--- src/rtl/timer16.sv ---
`timescale 1ns/1ps
module timer16 (
  input  logic       clk,
  input  logic       rst_n,
  input  logic [2:0] addr,
  input  logic       wr_en,
  input  logic       rd_en,
  input  logic [7:0] wdata,
  output logic [7:0] rdata,
  input  logic       tick_in,
  input  logic       ext_pin,
  input  logic       retrig,
  output logic       is_top,
  output logic       is_bottom,
  output logic       irq
);
  logic [15:0] cnt, top, nxt_cnt;
  logic [7:0]  tmp, ctrl;
  logic [2:0]  sync;
  logic        flag, dir_dn, pend, tick, nxt_dn, set_ovf;

  wire [2:0]  cs     = ctrl[2:0];
  wire [1:0]  mode   = ctrl[4:3];
  wire        wr_cnt = wr_en && addr == 3'd0;
  wire        step   = tick && !wr_cnt;
  wire        rt     = pend || retrig;
  wire [15:0] dn_val = (cnt == 16'd0) ? 16'd0 : cnt - 16'd1;
  wire        land   = cnt == 16'd1;

  always_comb begin
    case (cs)
      3'd1:    tick = tick_in;
      3'd2:    tick = sync[1] && !sync[2];
      3'd3:    tick = !sync[1] && sync[2];
      default: tick = 1'b0;
    endcase
  end

  always_comb begin
    nxt_cnt = cnt;
    nxt_dn  = dir_dn;
    set_ovf = 1'b0;
    if (mode == 2'd2) begin
      if (rt || (!dir_dn && cnt >= top)) begin
        nxt_dn = 1'b1; nxt_cnt = dn_val; set_ovf = land;
      end else if (dir_dn && cnt == 16'd0) begin
        nxt_dn = 1'b0; nxt_cnt = 16'd1;
      end else if (dir_dn) begin
        nxt_cnt = dn_val; set_ovf = land;
      end else begin
        nxt_cnt = cnt + 16'd1;
      end
    end else if (rt) begin
      nxt_cnt = 16'd0;
    end else if (mode == 2'd1 && cnt >= top) begin
      nxt_cnt = 16'd0; set_ovf = 1'b1;
    end else begin
      nxt_cnt = cnt + 16'd1; set_ovf = cnt == 16'hFFFF;
    end
  end

  always_ff @(posedge clk) begin
    if (!rst_n) begin
      cnt <= '0; top <= 16'hFFFF; tmp <= '0; ctrl <= '0;
      flag <= 1'b0; dir_dn <= 1'b0; pend <= 1'b0; sync <= '0;
    end else begin
      sync <= {sync[1:0], ext_pin};
      if (wr_cnt)    cnt <= {tmp, wdata};
      else if (step) cnt <= nxt_cnt;
      if (mode != 2'd2) dir_dn <= 1'b0;
      else if (step)    dir_dn <= nxt_dn;
      pend <= step ? 1'b0 : rt;
      if (wr_en && (addr == 3'd1 || addr == 3'd3)) tmp <= wdata;
      else if (rd_en && addr == 3'd0)              tmp <= cnt[15:8];
      else if (rd_en && addr == 3'd2)              tmp <= top[15:8];
      if (wr_en && addr == 3'd2) top  <= {tmp, wdata};
      if (wr_en && addr == 3'd4) ctrl <= wdata & 8'h9F;
      if (step && set_ovf)                          flag <= 1'b1;
      else if (wr_en && addr == 3'd5 && wdata[0])  flag <= 1'b0;
    end
  end

  always_comb begin
    case (addr)
      3'd0:    rdata = cnt[7:0];
      3'd1:    rdata = tmp;
      3'd2:    rdata = top[7:0];
      3'd3:    rdata = tmp;
      3'd4:    rdata = ctrl;
      3'd5:    rdata = {7'd0, flag};
      default: rdata = 8'd0;
    endcase
  end

  assign is_bottom = cnt == 16'd0;
  assign is_top    = (mode == 2'd1 || mode == 2'd2) ? cnt == top : cnt == 16'hFFFF;
  assign irq       = flag && ctrl[7];
endmodule


--- config.mk ---
export PLATFORM = sky130hd
export DESIGN_NAME = timer16
export DESIGN_NICKNAME = d
export VERILOG_FILES = /design/src/rtl/timer16.sv
export SDC_FILE = /design/constraint.sdc
export NUM_CORES = 1
export LEC_CHECK = 0
export CORE_MARGIN = 2
export CORE_UTILIZATION = 59
export DETAILED_ROUTE_END_ITERATION = 16
export PLACE_DENSITY_LB_ADDON = 0.1
export REMOVE_ABC_BUFFERS = 1
export SLEW_MARGIN = 20
export SYNTH_ARGS = -nofsm -noshare
export SYNTH_HDL_FRONTEND = slang
export SYNTH_SLANG_ARGS = --single-unit
--- constraint.sdc ---
create_clock -name clk -period 6.1 [get_ports clk]
set_clock_uncertainty 0.15 [all_clocks]
set_input_delay 0.61 -clock clk [delete_from_list [all_inputs] [get_ports clk]]
set_output_delay 0.61 -clock clk [all_outputs]
set_load 0.01 [all_outputs]
# Word-level counts from Yosys, hierarchy flattened
# Cells that the tools add are included.
# totals
out_inout_bits	11
ff_bits	52
elab_cells	85
# classes
n_mux	25
add_sub_neg	2
eq_ne	14
magnitude_cmp	1
bitwise	1
reduce_logical	34
# op_table
operator	count
$mux 16	9
$pmux 8 s5	1
$mux 8	3
$add 16x1->16 const B	1
$eq 16x1->1 const B	1
$eq 16x16->1	1
$eq 16x16->1 const B	1
$ge 16x16->1	1
$logic_and 1x1->1	16
$logic_not 16->1	1
$sub 16x1->16 const B	1
$eq 3x2->1 const B	4
$mux 1	11
$eq 3x1->1 const B	2
$eq 3x3->1 const B	2
$reduce_bool 2->1	3
$reduce_or 2->1	3
$logic_not 1->1	4
$logic_or 1x1->1	4
$logic_not 3->1	1
$pmux 1 s3	1
$reduce_and 3->1	1
$reduce_bool 3->1	1
$eq 2x1->1 const B	1
other kinds (3)	3

# Logic depth before layout (Yosys ltp)
# Gate-level depths: netlist (run 1).
# depth
word_depth	8
mapped_depth	11

# Least setup slack after synthesis (run 1)
# Ideal clock, no wire load.
# synth_path
path_kind	input-to-output
start	input port addr[1]
end	output port rdata[0]
cell_stages	6
slack_ns	3.316
required_time_ns	5.340
t_arrival_ns	2.024
cell_sequence	buf_1 -> buf_1 -> mux2i_1 -> nor2_1 -> a211oi_1 -> a21oi_1
# synth_via
elab_chain_len	3
# synth_rtl
item	line_no	rtl
start: declaration	5	input logic [2:0] addr,
$eq 3x1->1 or $eq 3x2->1 (tied branches)	84	case (addr)
$reduce_or 2->1 (no line)	--	
$pmux 8 s5 *	84	
end: declaration	9	output logic [7:0] rdata,
# Every way passes the cells marked *; elsewhere a longest branch is shown, timed or not.

# Worst setup path after layout (run 1)
# layout_path
start	register cnt[1]
end	output port is_top
# layout_via
elab_chain_len	2
# layout_rtl
item	line_no	rtl
start: declaration	17	logic [15:0] cnt, top, nxt_cnt;
start signal: assignment	68	if (wr_cnt) cnt <= {tmp, wdata};
start signal: assignment	69	else if (step) cnt <= nxt_cnt;
$eq 16x16->1	96	assign is_top = (mode == 2'd1 || mode == 2'd2) ? cnt == top : cnt == 16'hFFFF;
$mux 1 *	96	
end: declaration	13	output logic is_top,
# Marks and branches as above.

==> results of run 1 <==
routing by layer:
| metal | wire [um] | vias up | part of all wire [%] | GRT usage (%) |
|---|---|---|---|---|
| li1 | - | 1920 | - | - |
| met1 | 4920 | 1933 | 41 | 45.8 |
| met2 | 5540 | 261 | 46 | 54.8 |
| met3 | 1240 | 41 | 10 | 4.18 |
| met4 | 365 | 0 | 3.0 | 11.7 |
| met5 | 0 | - | 0 | 0 |
state kept, by name (all words and copies together), names as in the netlist:
register,count
flag,1
top,16
dir_dn,1
tmp,8
ctrl,6
sync,3
cnt,16
pend,1
metrics by stage:
stage               power (W)  setup WS (ps)  instances  cell area [um^2]
global placement     0.000546           2650        591              4150
finish               0.000779           2390        597              4250
detailed placement   0.000549           2590        591              4150
floorplan            0.000478           3360        483              3750
CTS                  0.000777           2440        597              4250
global route         0.000810           2250        597              4250
power groups by stage:
stage | logic (W) | registers [W] | clock network [W]
after floorplan | 0.000105 | 0.000373 | 0
after global placement | 0.000166 | 0.000380 | 0
final | 0.000172 | 0.000374 | 0.000233
after CTS | 0.000169 | 0.000373 | 0.000235
after global routing | 0.000188 | 0.000375 | 0.000247
after detailed placement | 0.000168 | 0.000381 | 0
cell usage in the layout, fill, tap and decap left out, types with 5 or more instances in the layout:
cell / Yosys / final
a211oi_1: 6 / 6
a21oi_1: 36 / 36
a221oi_1: 10 / 10
a31oi_1: 7 / 7
and2_1: 6 / 6
and3_1: 7 / 6
clkbuf_8: 0 / 5
clkdlybuf4s50_1: 0 / 27
dfxtp_1: 52 / 52
ha_1: 22 / 22
inv_1: 24 / 24
mux2i_1: 20 / 20
nand2_1: 53 / 53
nand3_1: 14 / 14
nand4_1: 8 / 8
nor2_1: 55 / 55
nor2b_1: 17 / 17
nor3_1: 17 / 17
o211ai_1: 32 / 32
o21ai_0: 25 / 25
or3_1: 6 / 6
cell type report:
type	count	area share [%]
Multi-Input combinational cell	407	61.8
Sequential cell	52	24.5
Timing Repair Buffer	31	7.01
Tap cell	77	2.27
Inverter	24	2.12
Clock buffer	5	1.62
Clock inverter	1	0.707
worst min-delay path by stage:
| stage | start | slack, ps | endpoint | depth (start not counted) |
|---|---|---|---|---|
| 6_report | sync[0]$_SDFF_PN0_ | 290 | sync[1]$_SDFF_PN0_ | 1 |
| 5_1_grt | sync[0]$_SDFF_PN0_ | 330 | sync[1]$_SDFF_PN0_ | 1 |
| 4_1_cts | sync[0]$_SDFF_PN0_ | 300 | sync[1]$_SDFF_PN0_ | 1 |
| 3_5_place_dp | sync[0]$_SDFF_PN0_ | 280 | sync[1]$_SDFF_PN0_ | 1 |
| 3_3_place_gp | sync[0]$_SDFF_PN0_ | 270 | sync[1]$_SDFF_PN0_ | 1 |
| 2_1_floorplan | sync[0]$_SDFF_PN0_ | 260 | sync[1]$_SDFF_PN0_ | 1 |
kinds of logic (layout without fill, tap and decap cells):
| group | after synthesis | in the layout | synth area share, % |
|---|---|---|---|
| compound gates | 149 | 149 | 26.0 |
| xor+xnor | 6 | 6 | 1.34 |
| fa+ha+maj | 22 | 22 | 7.03 |
| buf+inv | 62 | 61 | 6.39 |
| flops | 52 | 52 | 26.6 |
| mux | 20 | 20 | 5.11 |
| simple gates | 210 | 210 | 27.5 |
worst max-delay path: cells and delay by family (launching register included):
family | cells | cell delay [ps]
buf+inv | 1 | 640
simple gates | 5 | 980
compound gates | 1 | 100
fa+ha+maj | 1 | 330
flops | 1 | 580
==> impl_metrics.json, run 1 <==
{
  "outcome": "completed",
  "gr-total-overflow": 0,
  "leakage_nw": 1.65,
  "netlist_top_cells_count": "55 x nor2_1, 53 x nand2_1, 52 x dfxtp_1",
  "syn_area_per_cell_um2": 7.51,
  "period_needed_ps": 3710,
  "ys_seq_area_share_pct": 26.6,
  "grt_pass1_wl_um": 19300,
  "drc": 0,
  "yosys.cell_count.top_type": "nor2_1",
  "seqPwrFrac_pct": 48.0,
  "synthCells": 521,
  "cts.clk_slew.worst_paths_ps": 90,
  "slew_viol_final": 0,
  "routabilityCongestion": 1.02,
  "portBuffers": 28,
  "io_pins": 29,
  "postCtsHoldBufs": 0,
  "fin_crit_sh_pct": 60.9,
  "postRouteAntennaNets": 0,
  "die-area_um2": 7300,
  "htreeDepth": 2,
  "cts_buffers": 5,
  "switchingPower_w": 0.000234,
  "area_growth_pct": 8.53,
  "pwr-share-comb_pct": 22.1,
  "synth_cell_type_count": 70,
  "synth_async_sr_flop_share_pct": 0,
  "timing.reg2reg.setup_slack_ps": 2570,
  "power_density_nw_per_um2": 183,
  "synth_top_area_share_pct": 26.6,
  "yosysTopAreaCell": "dfxtp_1",
  "antenna_found_initial": 0,
  "worst_slew_pin_slew_ps": 1000,
  "synth_warnings": 0,
  "p_int_w": 0.000545,
  "critPathLaunch": "cnt[1]$_SDFFE_PN0P_",
  "r2r_end": "cnt[7]$_SDFFE_PN0P_",
  "ys_ff_latch": 52,
  "crit_chain": "ha_1 -> nand3_1 -> nor2_1 -> nand4_1 -> nor2_1 -> nand2_1 -> o41ai_1 -> clkdlybuf4s50_1",
  "drtIter0Drc": 432,
  "drv_cap": 0,
  "reg2reg_from": "cnt[15]$_SDFFE_PN0P_",
  "wire_per_inst_um": 20.2,
  "diodes": 0,
  "grt_usage_pct": 33.6,
  "start_kind": "register",
  "fillers": 557,
  "vias": 4155,
  "seq_area_um2": 1040,
  "crit_required_ps": 5340,
  "clkPwrFrac_pct": 29.9,
  "cts_buffer_depth": 2,
  "max-vdd-ir-drop_mv": 0.129,
  "cts_tree": "done",
  "drt-pass1-iter-count": 6,
  "hold_viol_final": 0,
  "vias_per_cell": 6.96,
  "die_height_um": 85.5,
  "setup_tns_ps": 0,
  "rsz0062_at_grt": "no",
  "cts_sinks": 52,
  "synth_edf_count": 0,
  "drive_gt1_share_pct": 5.58,
  "core.rowCount": 29,
  "max_stage_delay_ps": 640,
  "multi_input_area_um2": 2630,
  "crit_type": "register to primary output",
  "worstSetupEndpoint": "is_top",
  "drt-total-wl_um": 12100,
  "p_sw_share_pct": 30.0,
  "grt_pass1_vias": 3777,
  "die_x_um": 85.5,
  "holdWs_ps": 290,
  "setup_viol": 0,
  "clk-insertion-delay-late_ps": 310,
  "cp-end-kind": "primary output",
  "layout.nets": 561,
  "hold_class": "register to register",
  "cp.arrival_ps": 2950,
  "grt_max_degree": 58,
  "yosys-top-cells-area": "dfxtp_1 27%, ha_1 7.0%, o211ai_1 6.1%, nor2_1 5.3%, mux2i_1 5.1%",
  "critPathMaxFanout": 10,
  "hpwl_um": 8760,
  "fin_util_pct": 66.5,
  "ctsResizeCount": 0,
  "initial_core_util_pct": 61.3,
  "worst_path_max_delay_cell": "clkdlybuf4s50_1",
  "relSlewSlack_pct": 32.8,
  "synthesis.area_um2": 3920,
  "cp_common_cell": "nor2_1",
  "root_buffer": "clkbuf_8",
  "synthFlopType": "dfxtp_1",
  "r2r_cells": 9,
  "max_freq_mhz": 269,
  "core_area_um2": 6390,
  "postCtsSetupRepairBufs": 0
}
Power figures use the tool's default switching activity.
==> run 2, diff against run 1 <==
--- a/config.mk
+++ b/config.mk
@@ -6,7 +6,7 @@
 export NUM_CORES = 1
 export LEC_CHECK = 0
 export CORE_MARGIN = 2
-export CORE_UTILIZATION = 59
+export CORE_UTILIZATION = 54
 export DETAILED_ROUTE_END_ITERATION = 16
 export PLACE_DENSITY_LB_ADDON = 0.1
 export REMOVE_ABC_BUFFERS = 1
==> constraint.sdc (replaced) <==
create_clock -name clk -period 3 [get_ports clk]
set_clock_uncertainty 0.15 [all_clocks]
set_input_delay 0.3 -clock clk [delete_from_list [all_inputs] [get_ports clk]]
set_output_delay 0.3 -clock clk [all_outputs]
set_load 0.01 [all_outputs]
==> run 2 against run 1 <==
Wire length up 8.6%. Highest routed layer unchanged. Critical endpoint is now cnt[5]$_SDFFE_PN0P_. Sequential power up 98%. Largest cell class unchanged. Global-route usage up 0.25 points. Largest power group unchanged.
==> impl_metrics.json, run 2 (synthesized netlist as in run 1, its figures left out) <==
{
  "drc": 0,
  "die_height_um": 89.1,
  "layout.nets": 604,
  "initial_core_util_pct": 54.9,
  "postCtsSetupRepairBufs": 0,
  "outcome": "completed",
  "max-vdd-ir-drop_mv": 0.245,
  "slew_viol_final": 0,
  "core.rowCount": 31,
  "io_pins": 29,
  "critPathMaxFanout": 8,
  "antenna_found_initial": 0,
  "postCtsHoldBufs": 0,
  "crit_required_ps": 3110,
  "root_buffer": "clkbuf_8",
  "cp-end-kind": "register",
  "max_stage_delay_ps": 360,
  "hpwl_um": 9850,
  "hold_viol_final": 0,
  "routabilityCongestion": 0.941,
  "worst_slew_pin_slew_ps": 589,
  "finalNonFillerCells": 664,
  "cts_buffers": 5,
  "grt_usage_pct": 33.8,
  "drt-pass1-iter-count": 5,
  "cts.clk_slew.worst_paths_ps": 110,
  "drt-total-wl_um": 13100,
  "gr-total-overflow": 0,
  "final_common_cell": "nor2_1",
  "postRouteAntennaNets": 0,
  "final_cell_mix": "54 x nor2_1, 53 x nand2_1, 52 x dfxtp_1",
  "core_area_um2": 7140,
  "crit_type": "register to register",
  "portBuffers": 28,
  "power_density_nw_per_um2": 343,
  "area_growth_pct": 18.3,
  "reg_top3": "cnt x16, top x16, tmp x8",
  "start_kind": "register",
  "crit_chain": "inv_1 -> ha_1 -> a21oi_1 -> o211ai_1 -> o211a_1 -> nor4_4 -> o21ai_4 -> or3_1 -> a32o_1 -> a21oi_1",
  "period_needed_ps": 2940,
  "cts_tree": "done",
  "vias": 4236,
  "leakage_nw": 1.88,
  "cts_buffer_depth": 2,
  "grt_pass1_wl_um": 20200,
  "cp_common_cell": "a21oi_1",
  "cts_sinks": 52,
  "htreeDepth": 2,
  "cp.arrival_ps": 3050,
  "clk-insertion-delay-late_ps": 330,
  "max_freq_mhz": 341,
  "drtIter0Drc": 433,
  "worst_path_max_delay_cell": "or3_1",
  "drive_gt1_share_pct": 14.0,
  "hold_class": "register to register",
  "placed_cells": 656,
  "fillers": 667,
  "relSlewSlack_pct": 60.7,
  "die-area_um2": 7950,
  "wire_per_inst_um": 19.7,
  "setup_tns_ps": 0,
  "diodes": 0,
  "setup_viol": 0,
  "p_total_w": 0.00159,
  "die_x_um": 89.1,
  "grt_pass1_vias": 3905,
  "vias_per_cell": 6.38,
  "grt_max_degree": 31,
  "fin_crit_sh_pct": 97.9,
  "drv_cap": 0
}
-- run 2: path summary, 6_finish.rpt --
check	start	cells after the start	to	slack, ps
setup reg to reg	top[11]$_SDFFE_PN1P_	10	cnt[5]$_SDFFE_PN0P_	60
hold reg to reg	sync[0]$_SDFF_PN0_	1	sync[1]$_SDFF_PN0_	290
hold / removal	sync[0]$_SDFF_PN0_	1	sync[1]$_SDFF_PN0_	290
setup / recovery	top[11]$_SDFFE_PN1P_	10	cnt[5]$_SDFFE_PN0P_	60
-- run 2: routing by layer --
| layer | vias up | global-route usage (%) | routed length, um |
|---|---|---|---|
| met4 | 0 | 12.3 | 410 |
| met1 | 2007 | 46.0 | 5660 |
| met3 | 37 | 7.02 | 1050 |
| li1 | 1997 | - | - |
| met5 | - | 0 | 0 |
| met2 | 195 | 53.1 | 5990 |
-- run 2: metrics by stage --
stage / hold slack (ps) / setup slack (ps) / area, um^2 / util, %
after floorplan: 239 / 261 / 3750 / -
after global placement: 273 / 8.06 / 4500 / 63.0
after detailed placement: 273 / 58.2 / 4500 / 63.0
after CTS: 295 / 26.2 / 4590 / 64.3
after global routing: 301 / -36.3 / 4630 / 64.9
final: 292 / 64.5 / 4630 / 64.9
-- run 2: final cells by class --
cell class | instances | area [um^2] | area share, %
clock inverters | 3 | 21.3 | 0.459
repair buffers | 74 | 619 | 13.4
well taps | 99 | 124 | 2.67
clock buffers | 5 | 68.8 | 1.49
multi-input cells | 407 | 2670 | 57.6
inverters | 24 | 90.1 | 1.95
flip-flops and latches | 52 | 1040 | 22.5
-- run 2: repair_timing --
action                                  CTS  global route
endpoints found under the hold margin     0             0
endpoints found under the setup margin    1            10
resized for setup                         2             7
pin swaps                                 0             0
-- run 2: worst max-delay path: cells and delay by family (launching register included) --
kind                     cells  cell delay, ps
AND/OR/NAND/NOR              2             700
AO/OA/AOI/OAI                6            1300
buffers and inverters        1              60
adder cells (fa/ha/maj)      1             330
flip-flops                   1             350
-- run 2: report_power, final --
group | switching (W) | internal, W | total, W
clock | 0.000261 | 0.000166 | 0.000428
combinational | 0.000236 | 0.000184 | 0.000421
sequential | 0.0000234 | 0.000717 | 0.000740
total | 0.000521 | 0.00107 | 0.00159
